[config.mk]
export PLATFORM = sky130hd
export DESIGN_NAME = cn_minsum_unit
export DESIGN_NICKNAME = d
export VERILOG_FILES = /design/src/rtl/cn_minsum_pkg.sv /design/src/rtl/cn_min_search.sv /design/src/rtl/cn_sign_parity.sv /design/src/rtl/cn_edge_out.sv /design/src/rtl/cn_minsum_unit.sv
export SDC_FILE = /design/constraint.sdc
export NUM_CORES = 1
export LEC_CHECK = 0
export BUFFER_PORTS_ARGS = -buffer_cell sky130_fd_sc_hd__buf_4
export CORE_MARGIN = 1
export CORE_UTILIZATION = 50
export CTS_CLUSTER_DIAMETER = 80
export CTS_CLUSTER_SIZE = 40
export DETAILED_ROUTE_END_ITERATION = 8
export PLACE_DENSITY_LB_ADDON = 0.3
export SYNTH_ARGS = -nofsm -noshare
export SYNTH_HDL_FRONTEND = slang
export SYNTH_SLANG_ARGS = --single-unit
export TNS_END_PERCENT = 10
[constraint.sdc]
create_clock -name clk -period 21.7 [get_ports clk]
set_input_delay 2.17 -clock clk [delete_from_list [all_inputs] [get_ports clk]]
set_output_delay 2.17 -clock clk [all_outputs]
set_load 0.05 [all_outputs]
[src/rtl/cn_minsum_pkg.sv]
// Package: shared defaults and helpers for the offset min-sum check node unit.
// Assumes: nothing beyond IEEE 1800-2017 elaboration-time constant functions.
package cn_minsum_pkg;

    localparam int unsigned CN_DEG_DEF    = 8;  // edges per check row
    localparam int unsigned CN_MAG_W_DEF  = 5;  // magnitude bits per message
    localparam int unsigned CN_OFFSET_DEF = 1;  // offset in magnitude LSBs

    // Width of an index able to address n edges (at least one bit).
    function automatic int unsigned idx_width(input int unsigned n);
        return (n > 1) ? $clog2(n) : 1;
    endfunction

endpackage

[src/rtl/cn_min_search.sv]
// Module: cn_min_search
// Finds the smallest and second-smallest magnitudes among the masked-in
// edges, plus the index of the smallest, in a single linear pass.
// Assumes: masked-out edges are treated as the all-ones magnitude; ties keep
// the lowest index as the minimum owner and place the repeat in min2.
module cn_min_search
    import cn_minsum_pkg::*;
#(
    parameter int unsigned DEG   = CN_DEG_DEF,
    parameter int unsigned MAG_W = CN_MAG_W_DEF,
    localparam int unsigned IDX_W = idx_width(DEG)
) (
    input  logic [DEG*MAG_W-1:0] mags,
    input  logic [DEG-1:0]       mask,
    output logic [MAG_W-1:0]     min1,
    output logic [MAG_W-1:0]     min2,
    output logic [IDX_W-1:0]     min1_idx
);

    // One-pass two-minimum search over participating edges.
    always_comb begin
        logic [MAG_W-1:0] cur;
        min1     = '1;
        min2     = '1;
        min1_idx = '0;
        cur      = '0;
        for (int e = 0; e < DEG; e++) begin
            cur = mags[e*MAG_W +: MAG_W];
            if (mask[e]) begin
                if (cur < min1) begin
                    min2     = min1;
                    min1     = cur;
                    min1_idx = IDX_W'(e);
                end else if (cur < min2) begin
                    min2 = cur;
                end
            end
        end
    end

endmodule

[src/rtl/cn_sign_parity.sv]
// Module: cn_sign_parity
// XOR reduction of the sign bits of the participating edges.
// Assumes: a masked-out edge contributes a positive sign.
module cn_sign_parity
    import cn_minsum_pkg::*;
#(
    parameter int unsigned DEG = CN_DEG_DEF
) (
    input  logic [DEG-1:0] signs,
    input  logic [DEG-1:0] mask,
    output logic           parity
);

    // Parity of all participating signs.
    always_comb parity = ^(signs & mask);

endmodule

[src/rtl/cn_edge_out.sv]
// Module: cn_edge_out
// Builds one outgoing message: picks min2 when this edge owns min1, else min1,
// subtracts the offset with a floor at zero, and removes the edge's own sign
// from the row parity. Zero magnitudes are emitted with a positive sign.
// Assumes: OFFSET fits in MAG_W bits.
module cn_edge_out
    import cn_minsum_pkg::*;
#(
    parameter int unsigned MAG_W  = CN_MAG_W_DEF,
    parameter int unsigned IDX_W  = 3,
    parameter int unsigned EDGE   = 0,
    parameter int unsigned OFFSET = CN_OFFSET_DEF
) (
    input  logic             active,
    input  logic             own_sign,
    input  logic             parity,
    input  logic [MAG_W-1:0] min1,
    input  logic [MAG_W-1:0] min2,
    input  logic [IDX_W-1:0] min1_idx,
    output logic [MAG_W:0]   msg
);

    localparam logic [MAG_W-1:0] OFS = MAG_W'(OFFSET);

    logic [MAG_W-1:0] pick;
    logic [MAG_W-1:0] mag;
    logic             sgn;

    // Exclude own contribution, apply saturating offset, canonicalise zero.
    always_comb begin
        pick = (min1_idx == IDX_W'(EDGE)) ? min2 : min1;
        mag  = (pick > OFS) ? (pick - OFS) : '0;
        sgn  = (mag == '0) ? 1'b0 : (parity ^ own_sign);
        msg  = active ? {sgn, mag} : '0;
    end

endmodule

[src/rtl/cn_minsum_unit.sv]
// Module: cn_minsum_unit (top)
// Offset min-sum check node: DEG sign-magnitude messages in, DEG updated
// messages out, registered one cycle after in_valid. Edge e occupies
// bits [e*(MAG_W+1) +: MAG_W+1], sign in the top bit of each field.
// Assumes: synchronous active-low reset; outputs hold while in_valid is low.
module cn_minsum_unit
    import cn_minsum_pkg::*;
#(
    parameter int unsigned DEG    = CN_DEG_DEF,
    parameter int unsigned MAG_W  = CN_MAG_W_DEF,
    parameter int unsigned OFFSET = CN_OFFSET_DEF,
    localparam int unsigned MSG_W = MAG_W + 1,
    localparam int unsigned BUS_W = DEG * MSG_W
) (
    input  logic             clk,
    input  logic             rst_n,
    input  logic             in_valid,
    input  logic [DEG-1:0]   in_mask,
    input  logic [BUS_W-1:0] in_msg,
    output logic             out_valid,
    output logic [BUS_W-1:0] out_msg
);

    localparam int unsigned IDX_W = idx_width(DEG);

    logic [DEG*MAG_W-1:0] mags;
    logic [DEG-1:0]       signs;
    logic [MAG_W-1:0]     min1;
    logic [MAG_W-1:0]     min2;
    logic [IDX_W-1:0]     min1_idx;
    logic                 parity;
    logic [BUS_W-1:0]     next_msg;

    // Split the packed bus into sign and magnitude lanes.
    for (genvar e = 0; e < DEG; e++) begin : g_split
        assign mags[e*MAG_W +: MAG_W] = in_msg[e*MSG_W +: MAG_W];
        assign signs[e]               = in_msg[e*MSG_W + MAG_W];
    end

    cn_min_search #(.DEG(DEG), .MAG_W(MAG_W)) i_search (
        .mags    (mags),
        .mask    (in_mask),
        .min1    (min1),
        .min2    (min2),
        .min1_idx(min1_idx)
    );

    cn_sign_parity #(.DEG(DEG)) i_parity (
        .signs (signs),
        .mask  (in_mask),
        .parity(parity)
    );

    for (genvar e = 0; e < DEG; e++) begin : g_edge
        cn_edge_out #(
            .MAG_W (MAG_W),
            .IDX_W (IDX_W),
            .EDGE  (e),
            .OFFSET(OFFSET)
        ) i_edge (
            .active  (in_mask[e]),
            .own_sign(signs[e]),
            .parity  (parity),
            .min1    (min1),
            .min2    (min2),
            .min1_idx(min1_idx),
            .msg     (next_msg[e*MSG_W +: MSG_W])
        );
    end

    // Output register: capture on in_valid, hold otherwise.
    always_ff @(posedge clk) begin
        if (!rst_n) begin
            out_valid <= 1'b0;
            out_msg   <= '0;
        end else begin
            out_valid <= in_valid;
            if (in_valid) begin
                out_msg <= next_msg;
            end
        end
    end

    AST_VALID_LATENCY: assert property (@(posedge clk) disable iff (!rst_n) in_valid |=> out_valid) else $error("valid latency");
    AST_VALID_DROP: assert property (@(posedge clk) disable iff (!rst_n) !in_valid |=> !out_valid) else $error("spurious valid");
    AST_HOLD_IDLE: assert property (@(posedge clk) disable iff (!rst_n) !in_valid |=> $stable(out_msg)) else $error("output moved while idle");
    AST_MIN_ORDER: assert property (@(posedge clk) disable iff (!rst_n) in_valid |-> (min1 <= min2)) else $error("min order");

    for (genvar e = 0; e < DEG; e++) begin : g_chk
        AST_MASKED_ZERO: assert property (@(posedge clk) disable iff (!rst_n) (in_valid && !in_mask[e]) |=> (out_msg[e*MSG_W +: MSG_W] == '0)) else $error("masked edge not zero");
        AST_MAG_LE_MIN2: assert property (@(posedge clk) disable iff (!rst_n) (in_valid && in_mask[e]) |=> (out_msg[e*MSG_W +: MAG_W] <= $past(min2))) else $error("magnitude above min2");
        AST_ZERO_POSITIVE: assert property (@(posedge clk) disable iff (!rst_n) (out_valid && (out_msg[e*MSG_W +: MAG_W] == '0)) |-> !out_msg[e*MSG_W + MAG_W]) else $error("negative zero");
    end

endmodule

Word level (Yosys, flattened, before mapping)
Cells that the tools add are included.

Reductions and logical operators: 10. Equal/unequal tests: 7. Muxes and demuxes: 83. Bitwise operators: 9. $lt $le $gt $ge: 23. Add/subtract/negate cells: 8.

Operator list (number): 5-bit two-way mux (53); 5-bit less-than comparator (13); 6-bit two-way mux (8); 5-bit by 1-bit greater-than comparator with 1-bit output (second input constant) (8); 5-bit zero test (8); 5-bit by 1-bit subtractor with 5-bit output (second input constant) (8); 3-bit two-way mux (13); 3-bit equality test (second input constant) (4); 5-bit less-than comparator (second input constant) (2); 1-bit two-way mux (9); 8-bit AND (1); 8-bit parity (1); 1-bit XOR (8); 3-bit by 2-bit equality test with 1-bit output (second input constant) (2); 3-bit by 1-bit equality test with 1-bit output (second input constant) (1); 3-bit zero test (1).

Register bits: 49. Output and inout bits: 49. Input bits: 59. Logic and storage cells: 142.

Logic depth before layout (Yosys ltp)
Depth after elaboration: 36. Gate-level depth with buffers: 75. Depth with buffers taken out: 72.

Modules after synthesis
A second synthesis with hierarchy kept.

Cells, all modules: 1005. Area, all modules: 7780.0 µm².

Modules (own cells, without submodules): cn_min_search (area each 3427.0 µm², instances 1, seq. area each 0.0 µm², cells each 493); cn_minsum_unit (area each 1853.0 µm², instances 1, seq. area each 980.9 µm², cells each 157); cn_edge_out at g_edge[3].i_edge ... (area each 322.8 µm², instances 3, seq. area each 0.0 µm², cells each 43); cn_edge_out at g_edge[1].i_edge ... (area each 289.0 µm², instances 3, seq. area each 0.0 µm², cells each 42); cn_edge_out at g_edge[0].i_edge (area each 286.5 µm², instances 1, seq. area each 0.0 µm², cells each 42); cn_edge_out at g_edge[7].i_edge (area each 286.5 µm², instances 1, seq. area each 0.0 µm², cells each 43); cn_sign_parity (area each 91.3 µm², instances 1, seq. area each 0.0 µm², cells each 15).

Worst setup path before layout
No wires, ideal clock.

Kind: input to register. Start: in in_mask[0]. End: reg out_msg[29]. Setup time: 0.122 ns. Path slack: 6.301 ns. Cell stages on the path: 65. Data arrival time: 15.276 ns. Cell sequence: buf_4 nor2b_1 ha_1 o211a_1 a211oi_1 o211ai_1 a21oi_1 inv_1 ha_1 a211o_1 a211oi_1 o21ai_2 mux2i_1 ha_1 a211o_1 a21oi_1 nor2b_1 o21ai_0 [29 not listed] a31oi_1 a21oi_1 a21oi_1 o2bb2ai_1 ha_1 a21oi_1 nor2b_1 o21ai_0 nand2b_1 a41oi_1 a22o_1 o311ai_2 buf_2 mux2i_1 ha_1 or4_1 a211oi_1 o31ai_1.

Word-level cells in the longest chain between the ends: 34. Elaborated cells on any way between the ends: 73. Classes of those cells: add/sub: 1; order compare: 14; eq/ne: 1; mux: 53; bitwise: 2; reduce/logical: 2.

Ends and longest elaborated chain: start, declared (RTL line cn_minsum_unit.sv:18) `input logic [DEG-1:0] in_mask,`; 5-bit two-way mux (RTL line cn_min_search.sv:29) `if (mask[e]) begin`; 5-bit less-than comparator (RTL line cn_min_search.sv:30) `if (cur < min1) begin`; 5-bit two-way mux (RTL line cn_min_search.sv:30); 5-bit two-way mux (RTL line cn_min_search.sv:29); 5-bit less-than comparator (RTL line cn_min_search.sv:34) `end else if (cur < min2) begin`; 5-bit two-way mux (RTL line cn_min_search.sv:34); 5-bit two-way mux (RTL line cn_min_search.sv:30); 5-bit two-way mux (RTL line cn_min_search.sv:29); [18 not listed]; 5-bit two-way mux (RTL line cn_min_search.sv:30); 5-bit two-way mux (RTL line cn_min_search.sv:29); 5-bit two-way mux (RTL line cn_edge_out.sv:31) `pick = (min1_idx == IDX_W'(EDGE)) ? min2 : min1;`; 5-bit by 1-bit subtractor with 5-bit output or 5-bit by 1-bit greater-than comparator with 1-bit output (tied branches) (RTL line cn_edge_out.sv:32) `mag = (pick > OFS) ? (pick - OFS) : '0;`; 5-bit two-way mux (RTL line cn_edge_out.sv:32); 5-bit zero test (RTL line cn_edge_out.sv:33) `sgn = (mag == '0) ? 1'b0 : (parity ^ own_sign);`; 1-bit two-way mux (*) (RTL line cn_edge_out.sv:33); 6-bit two-way mux (*) (RTL line cn_edge_out.sv:34) `msg = active ? {sgn, mag} : '0;`; end signal, assigned (RTL line cn_minsum_unit.sv:79) `out_msg <= next_msg;`; end, declared (RTL line cn_minsum_unit.sv:21) `output logic [BUS_W-1:0] out_msg`.

Every way passes the cells marked *; elsewhere a longest branch is shown, timed or not. A chain may end at the register's enable or synchronous reset.

Final worst setup path
Ends and elaborated chain as after synthesis.

==> flow_summary.ini <==
[yosys]
synth_compound_area_frac = 0.3170
ys_dominant_reg_cell = dfxtp_1
synth_top_area_frac = 0.1385
synth_common_cells = nand2_1 (118), nor2_1 (74), ha_1 (59), inv_1 (58), a21oi_1 (56)
syn_area_per_cell_um2 = 7.360
synth_top_family_by_area = compound AO/OA/AOI/OAI gates
synthSimpleGateAreaFrac = 0.2665
async_flop_share = 0
yosysSeqAreaShare = 0.1385
ys_seq_elements = 49
synth_edf_count = 0
yosysMostFrequentCell = nand2_1
netlist_area_um2 = 7081
netlist_instances = 962
yosys_warnings = 0
yosys.area_share.adder = 0.1058
yosysUniqueCellTypes = 102
synthTopCellsByArea = dfxtp_1 (14%), ha_1 (10%), nand2_1 (6.3%)
yosysTopAreaCell = dfxtp_1
synthMuxAreaShare = 0.07210
synthesis.nets = 1080
synth_xor_area_frac = 0.04594

[clock_tree]
htree_levels = 2
postCtsSetupRepairBufs = 0
cts_buffers = 5
cts_resized = 0
cts-root-buf = clkbuf_16
cts_sinks = 49
clockBufferDepth = 2
clk_latency_ps = 290
clk_pin_slew_ps = 70
cts_hold_buf = 0
cts_tree = yes

[drt]
wl_per_cell_um = 16.69
drc = 0
firstDrtPassIters = 5
via_per_inst = 6.067
num_vias = 7438
wirelength_um = 20460
postRouteAntennaNets = 0
drt-initial-drc-count = 503

[sta]
setup-tns-final_ps = 0
skew_ps = 0
slew_viol_final = 0
fin_crit_ps = 17870
fin_crit_sh = 0.8235
relSlewSlack = 0.2926
hold_violations = 0
setup_viol = 0
grt_setup_unrepaired = no
tightestPinTransition_ps = 1056
fmax_mhz = 55.96

[die]
io-pin-count = 108
die_area_um2 = 14640
placementRows = 43
die_x_um = 121
initial_utilization = 0.5121
die_y_um = 121
core_area_um2 = 13830

[worst_hold_path]
hold_class = register to register

[setup_path]
worstPathRequired_ps = 21880
critPathKind = input port to register
max_stage_delay_ps = 770
crit_path_start_kind = input port
cp_max_fo = 12
crit_arrival_ps = 18050
cp-end-kind = register
slowest_stage = a31oi_1
reg2reg_slack_ps = 20770

[cells_and_area]
final_core_util = 0.5896
layout.nets = 1163
areaGrowthSynthToFinish_pct = 15.14
diodes = 0
drive_gt1_frac = 0.1625

[pwr]
power_per_cell_area_nw_per_um2 = 101.2
irDropWorstVdd_v = 0.00004784
leakage_nw = 3.653

[place]
gp_congestion = 0.9645
io_buffers = 107
dp_hpwl_um = 16400

[global_routing]
grt_pass1_wl_um = 33380
grt_start_max_net_pins = 47
grt_overflow = 0
gr-usage-all-layers = 0.2803
antenna_found_initial = 0
grt_pass1_vias = 6934

[status]
outcome = complete, no violations

[run]
maxCapViolations = 0
-- registers in the layout, summed over array words and instances (netlist names) --
name,flops
out_valid,1
out_msg,48
-- report_power, final --
part,switching [mW],internal [mW],leakage [nW]
Sequential,0.00791,0.104,0.400
Combinational,0.389,0.232,3.17
Clock,0.0354,0.0577,0.0841
Total,0.432,0.393,3.65
-- cells by family after synthesis --
logic type      after synthesis
xor+xnor                     35
simple gates                378
fa+ha+maj                    60
mux                          50
flops                        49
buf+inv                      94
compound gates              296
-- placed cells by master (no fill, tap or decap), types with 14 or more instances in the layout --
cell type    n
nand2b_1    25
mux2i_1     42
dfxtp_1     49
buf_4      111
xnor2_1     24
inv_1       58
ha_1        59
nor3_1      18
a21oi_1     56
nand2_1    118
and3_1      14
a211oi_1    14
nor2b_1     34
and2_1      20
nand3_1     24
o21ai_0     39
a21o_1      16
nor2_1      74
-- worst max-delay path: cells and delay by family --
family | cells | cell delay (ps)
adder cells (fa/ha/maj) | 8 | 2650
AO/OA/AOI/OAI | 34 | 9270
multiplexers | 3 | 1060
AND/OR/NAND/NOR | 10 | 2490
buffers and inverters | 5 | 440
-- worst paths after layout --
kind,start,endpoint,depth (start not counted)
worst max register to register,out_msg[11],out_msg[11],2
worst min-delay path,out_msg[38],out_msg[38],2
worst min register to register,out_msg[38],out_msg[38],2
worst max-delay path,in_mask[0],out_msg[29],60
-- layout make-up --
class / count / area, um^2
Clock inverter: 1 / 30.03
Multi-Input combinational cell: 819 / 5717
Tap cell: 180 / 225.2
Clock buffer: 7 / 142.6
Inverter: 59 / 224.0
Fill cell: 1316 / 5674
Timing Repair Buffer: 111 / 833.3
Sequential cell: 49 / 980.9
-- routing by layer --
| metal | track usage | vias up | wire, um |
|---|---|---|---|
| met4 | 0.1026 | 0 | 594 |
| met3 | 0.03665 | 44 | 1228 |
| li1 | - | 3700 | - |
| met5 | 0 | - | 0 |
| met2 | 0.4511 | 268 | 9267 |
| met1 | 0.3800 | 3426 | 9372 |
-- per-stage QoR --
step                      std cells  hold slack [ps]  power, mW  setup WS [ps]  area, um^2
after floorplan                 962            673.4     0.5843           6301        7081
after global placement         1218            446.9     0.7162           4164        7980
after detailed placement       1218            457.2     0.7222           3782        7980
after CTS                      1226            469.6     0.8195           4002        8153
after global routing           1226            501.9     0.8938           2438        8153
final                          1226            463.9     0.8250           3829        8153
(Power assumes the default switching activity.)
